<file path="config.mk">
export PLATFORM = sky130hd
export DESIGN_NAME = conv4_unit
export DESIGN_NICKNAME = d
export VERILOG_FILES = /design/src/rtl/conv_pkg.sv /design/src/rtl/vc_mul2.sv /design/src/rtl/vc_mul4.sv /design/src/rtl/conv_diag_sum.sv /design/src/rtl/conv4_unit.sv
export SDC_FILE = /design/constraint.sdc
export NUM_CORES = 1
export LEC_CHECK = 0
export BUFFER_PORTS_ARGS = -buffer_cell sky130_fd_sc_hd__buf_2
export CORE_UTILIZATION = 57
export CTS_CLUSTER_SIZE = 30
export DETAILED_ROUTE_END_ITERATION = 10
export PLACE_DENSITY = 0.77
export SLEW_MARGIN = 20
export SYNTH_ARGS = -nofsm -noshare
export SYNTH_HDL_FRONTEND = slang
export SYNTH_SLANG_ARGS = --single-unit
</file>
<file path="constraint.sdc">
create_clock -name clk -period 5.92 [get_ports clk]
set_input_delay 1.776 -clock clk [delete_from_list [all_inputs] [get_ports clk]]
set_output_delay 1.776 -clock clk [all_outputs]
set_load 0.01 [all_outputs]
</file>
<file path="src/rtl/conv_pkg.sv">
// Shared sizing for the four-point convolution unit.
// Assumes unsigned samples; the multiplier cells are fixed at 4-bit operands.
package conv_pkg;
    localparam int SAMPLE_W = 4;
    localparam int PROD_W   = 2 * SAMPLE_W;
    localparam int TAPS     = 4;
    localparam int OUT_LEN  = 2 * TAPS - 1;
    localparam int OUT_W    = PROD_W + $clog2(TAPS);
    localparam int PROD_MAX = ((1 << SAMPLE_W) - 1) * ((1 << SAMPLE_W) - 1);
endpackage

</file>
<file path="src/rtl/vc_mul2.sv">
// 2x2 vertical-and-crosswise multiplier cell: four AND terms, two half adders.
// Assumes unsigned 2-bit operands; purely combinational.
module vc_mul2 (
    input  logic [1:0] a,
    input  logic [1:0] b,
    output logic [3:0] p
);
    logic cross_c;

    // Vertical column, crosswise column with carry, then top vertical with carry.
    always_comb begin
        p[0]    = a[0] & b[0];
        p[1]    = (a[1] & b[0]) ^ (a[0] & b[1]);
        cross_c = (a[1] & b[0]) & (a[0] & b[1]);
        p[2]    = (a[1] & b[1]) ^ cross_c;
        p[3]    = (a[1] & b[1]) & cross_c;
    end
endmodule

</file>
<file path="src/rtl/vc_mul4.sv">
// 4x4 vertical-and-crosswise multiplier built from four 2x2 cells.
// Assumes unsigned 4-bit operands; purely combinational, 8-bit exact product.
module vc_mul4 (
    input  logic [3:0] a,
    input  logic [3:0] b,
    output logic [7:0] p
);
    // Quarter products: index {a half, b half}, 0 = low half, 1 = high half.
    logic [3:0] quarter [4];

    for (genvar qa = 0; qa < 2; qa++) begin : g_ahalf
        for (genvar qb = 0; qb < 2; qb++) begin : g_bhalf
            vc_mul2 u_cell (
                .a (a[qa*2 +: 2]),
                .b (b[qb*2 +: 2]),
                .p (quarter[qa*2 + qb])
            );
        end
    end

    // Vertical halves concatenated, crosswise halves added at weight 4.
    always_comb begin
        p = {quarter[3], quarter[0]}
          + {2'b00, quarter[1], 2'b00}
          + {2'b00, quarter[2], 2'b00};
    end

    // a_r2_mul_exact: cell tree must match plain arithmetic product
    always_comb begin
        a_r2_mul_exact: assert (p == ({4'b0000, a} * {4'b0000, b}));
    end
endmodule

</file>
<file path="src/rtl/conv_diag_sum.sv">
// Adds the product grid along its anti-diagonals: output n takes grid(k, n-k).
// Assumes products are unsigned PROD_W bits; combinational.
module conv_diag_sum
    import conv_pkg::*;
(
    input  logic [TAPS*TAPS*PROD_W-1:0] grid,
    output logic [OUT_LEN*OUT_W-1:0]    sums
);
    for (genvar n = 0; n < OUT_LEN; n++) begin : g_lane
        logic [OUT_W-1:0] acc;

        // Accumulate every in-range pair whose indices add to n.
        always_comb begin
            acc = '0;
            for (int k = 0; k < TAPS; k++) begin
                if ((n - k) >= 0 && (n - k) < TAPS)
                    acc = acc + OUT_W'(grid[(k*TAPS + (n - k))*PROD_W +: PROD_W]);
            end
        end
        assign sums[n*OUT_W +: OUT_W] = acc;
    end
endmodule

</file>
<file path="src/rtl/conv4_unit.sv">
// Four-point linear convolution: sixteen parallel 4x4 products, anti-diagonal sums,
// registered result and one-cycle done flag. Inputs are used only on a start edge.
module conv4_unit
    import conv_pkg::*;
(
    input  logic                     clk,
    input  logic                     rst_n,
    input  logic                     start,
    input  logic [TAPS*SAMPLE_W-1:0] x_flat,
    input  logic [TAPS*SAMPLE_W-1:0] h_flat,
    output logic [OUT_LEN*OUT_W-1:0] y_flat,
    output logic                     done
);
    logic [TAPS*TAPS*PROD_W-1:0] grid;
    logic [OUT_LEN*OUT_W-1:0]    lane_sum;

    for (genvar i = 0; i < TAPS; i++) begin : g_x
        for (genvar j = 0; j < TAPS; j++) begin : g_h
            vc_mul4 u_mul (
                .a (x_flat[i*SAMPLE_W +: SAMPLE_W]),
                .b (h_flat[j*SAMPLE_W +: SAMPLE_W]),
                .p (grid[(i*TAPS + j)*PROD_W +: PROD_W])
            );
        end
    end

    conv_diag_sum u_diag (
        .grid (grid),
        .sums (lane_sum)
    );

    // Result register: cleared by reset, loaded on start, otherwise held.
    always_ff @(posedge clk) begin
        if (!rst_n)
            y_flat <= '0;
        else if (start)
            y_flat <= lane_sum;
    end

    // Done flag: one clock after each accepted start.
    always_ff @(posedge clk) begin
        if (!rst_n)
            done <= 1'b0;
        else
            done <= start;
    end

    a_r5_done_after_start: assert property (@(posedge clk) disable iff (!rst_n)
        start |=> done);
    a_r5_done_needs_start: assert property (@(posedge clk) disable iff (!rst_n)
        (!start && $past(rst_n)) |=> !done);
    a_r6_hold_idle: assert property (@(posedge clk) disable iff (!rst_n)
        !start |=> $stable(y_flat));
    a_r7_reset_clears: assert property (@(posedge clk)
        !rst_n |=> (done == 1'b0 && y_flat == '0));

    for (genvar n = 0; n < OUT_LEN; n++) begin : g_bound
        localparam int TERMS = (n < TAPS) ? (n + 1) : (OUT_LEN - n);
        a_r8_lane_bound: assert property (@(posedge clk) disable iff (!rst_n)
            y_flat[n*OUT_W +: OUT_W] <= OUT_W'(TERMS * PROD_MAX));
    end
endmodule

</file>
==> reports/results.ini <==
[global_route]
overflow=0
grt_pass1_wl_microns=47300
grt_max_degree=54
grtUsageTotal_pct=27.2
grt_antenna_before_repair=1
grt_pass1_vias=9889

[setup_path]
path_cells=buf_2 -> and2_1 -> ha_1 -> ha_1 -> inv_1 -> fa_2 -> inv_2 -> ha_2 -> inv_1 -> fa_1 -> inv_1 -> ha_4 -> nand2_1 -> o21ai_2 -> buf_4 -> o41ai_2 -> xor2_1 -> fa_1 -> inv_1 -> ha_2 -> o21a_1 -> o22ai_2 -> xor2_1 -> o21ai_1
worstPathMaxFanout=4
cpPeakStageDelay_ps=480
slowest_stage=fa_1
crit_path_frequent_cell=inv_1
crit_path_start_kind=input port
cp.arrival_ps=6020
cp-end-kind=register
worstSetupPathType=input port to register
worst_ep_required_time_ps=6150

[final_layout]
layout_common_cells=ha_1, inv_1, and2_1
area_delta_synth_final_pct=12.4
final_common_cell=ha_1
diodes=0
nets=1942
stdcell_area_sq_um=13700
drive_gt1_share_pct=13.8

[detailed_routing]
via_count=9818
drt_wl_total_microns=28800
dr.first_iter.drc_count=355
wl_per_cell_microns=15.7
postRouteAntennaNets=0
via_per_inst=5.35
first_pass_iters=5
drc=0

[synth]
yosysWarningCount=0
synth_cell_types=45
synth_seq_cells=65
ys_seq_area_share_pct=10.7
synth_edf_count=0
synth_ff_type=dfxtp_1
netlist_instances=1427
synthArstFlopShare_pct=0
synth_area_per_cell_sq_um=8.56
synth_area_sq_um=12200

[floorplanning]
design.portCount=106
core_area_sq_um=21000
rows=53
die_h_microns=148
initial_utilization_pct=58.1
die_w_microns=148
fp.dieArea_sq_um=22000

[cts]
hold_buffers=0
cts_tree=built
cts.clk_slew.worst_paths_ps=60
cts_sinks=65
htree_num_levels=3
cts_buffers=9
clock_latency_ps=340
clockBufferDepth=2
cts_root_buf=clkbuf_16

[place]
io_buffers=99
pre_cts_ws_ps=-324
place_area_sq_um=13400
gp_congestion=0.926
dp_hpwl_microns=23700

[timing]
finalSetupViolations=0
drv_slew=0
rsz0062_at_grt=yes
finClkSkew_ps=0
min_period_ps=5800
fmax_mhz=173
setup_ws_ps=124
tightest_slew_ps=1090
slew-limit-headroom_pct=27.4
period_share_pct=97.9
finalHoldViolations=0

[power_and_ir_drop]
p_switching_mw=1.88
p_int_mw=2.29
leakage_nw=7.77
clkPwrFrac_pct=12.0
seq_power_share_pct=14.0
peakVddDrop_mv=0.350
p_per_area_nw_per_um2=304
p_comb_share_pct=74.1
power.total_mw=4.17
switching_share_pct=45.2

[outcome]
status=finished clean

[hold_path]
worstHoldPathType=register to register

[job]
drv_cap=0

[power groups by stage]
stage          clock network [mW]  logic [mW]  registers (mW)
6_report                    0.498        3.09           0.584
5_1_grt                     0.520        3.45           0.593
4_1_cts                     0.506        2.99           0.583
3_5_place_dp                    0        2.96           0.591
3_3_place_gp                    0        2.87           0.591
2_1_floorplan                   0        2.07           0.625
[synth_stat cells, types with 2 or more instances]
cell / n / share of area [%]
a211oi_1: 7 / 0.43
a21boi_0: 2 / 0.12
a21boi_1: 2 / 0.12
a21o_1: 43 / 2.6
a21oi_1: 61 / 2.5
a21oi_2: 2 / 0.14
a31oi_1: 5 / 0.26
a32o_1: 3 / 0.25
and2_1: 219 / 11
and4b_1: 3 / 0.25
buf_2: 5 / 0.20
buf_4: 6 / 0.37
clkbuf_1: 42 / 1.3
dfxtp_1: 65 / 11
fa_1: 96 / 16
ha_1: 256 / 26
inv_1: 241 / 7.4
mux2_2: 3 / 0.28
mux2i_1: 29 / 2.4
nand2_1: 70 / 2.2
nand2b_1: 3 / 0.15
nand3_1: 8 / 0.33
nand3b_1: 3 / 0.18
nand4_1: 3 / 0.15
nor2_1: 29 / 0.89
nor2b_1: 48 / 2.5
nor3_1: 4 / 0.16
nor3b_1: 2 / 0.12
o211a_1: 9 / 0.74
o211ai_1: 6 / 0.37
o21a_1: 5 / 0.31
o21ai_0: 33 / 1.4
o21ai_1: 5 / 0.20
o21ai_2: 2 / 0.14
o21bai_1: 3 / 0.18
o2bb2ai_1: 2 / 0.14
o41ai_2: 5 / 0.67
or3_1: 3 / 0.15
xnor2_1: 59 / 4.2
xor2_1: 30 / 2.2
[metrics by stage]
| stage | std cells | hold WS [ps] | setup TNS, ps | utilization (%) |
|---|---|---|---|---|
| finish | 1835 | 445 | 0 | 65.3 |
| global route | 1835 | 482 | -118 | 65.3 |
| CTS | 1835 | 450 | 0 | 65.0 |
| detailed placement | 1819 | 443 | -1620 | 63.7 |
| global placement | 1819 | 434 | -895 | 63.7 |
| floorplan | 1432 | 472 | 0 | - |
[sequential cells by signal, summed over array words and instances (netlist names)]
| signal | count |
|---|---|
| y_flat | 64 |
| done | 1 |
[worst max-delay path, delay by kind of cell]
family                   cells  cell delay [ps]
AO/OA/AOI/OAI                5              660
XOR/XNOR                     2              370
AND/OR/NAND/NOR              2              230
buffers and inverters        7              560
adder cells (fa/ha/maj)      8             2420
[worst paths after layout]
kind,from,to,slack (ps),depth (start not counted)
setup / recovery,h_flat[8],y_flat[38]$_SDFFE_PN0P_,120,24
hold / removal,y_flat[57]$_SDFFE_PN0P_,y_flat[57]$_SDFFE_PN0P_,450,2
setup reg to reg,y_flat[39]$_SDFFE_PN0P_,y_flat[39]$_SDFFE_PN0P_,5050,2
hold reg to reg,y_flat[57]$_SDFFE_PN0P_,y_flat[57]$_SDFFE_PN0P_,450,2
[what timing repair did]
action	CTS	global route
setup buffers	0	0
endpoints found under the setup margin	0	8
gates resized for setup	0	20
[layer usage]
metal / track usage (%) / up-vias / part of all wire (%)
li1: - / 4843 / -
met1: 32.9 / 4704 / 43
met2: 48.1 / 207 / 49
met3: 4.23 / 62 / 4.6
met4: 11.1 / 2 / 3.7
met5: 0 / - / 0.042
[cell families after synthesis]
family | count (synthesis) | share of synthesized area, %
and+or+nand+nor | 396 | 18.3
adders and majority gates | 352 | 41.9
buffers and inverters | 295 | 9.30
AOI/OAI and AO/OA | 197 | 10.7
xor gates and xnor gates | 89 | 6.38
DFF | 65 | 10.7
muxes | 32 | 2.65
other | 1 | 0.0307
[layout make-up]
| cell class | count | area, sq um |
|---|---|---|
| fillers | 1699 | 7290 |
| flip-flops and latches | 65 | 1300 |
| clock buffers | 11 | 233 |
| inverters | 241 | 905 |
| clock inverters | 5 | 32.5 |
| well taps | 275 | 344 |
| multi-input cells | 1072 | 9890 |
| repair buffers | 166 | 1020 |
No activity file was read; power rests on OpenSTA's default activity.
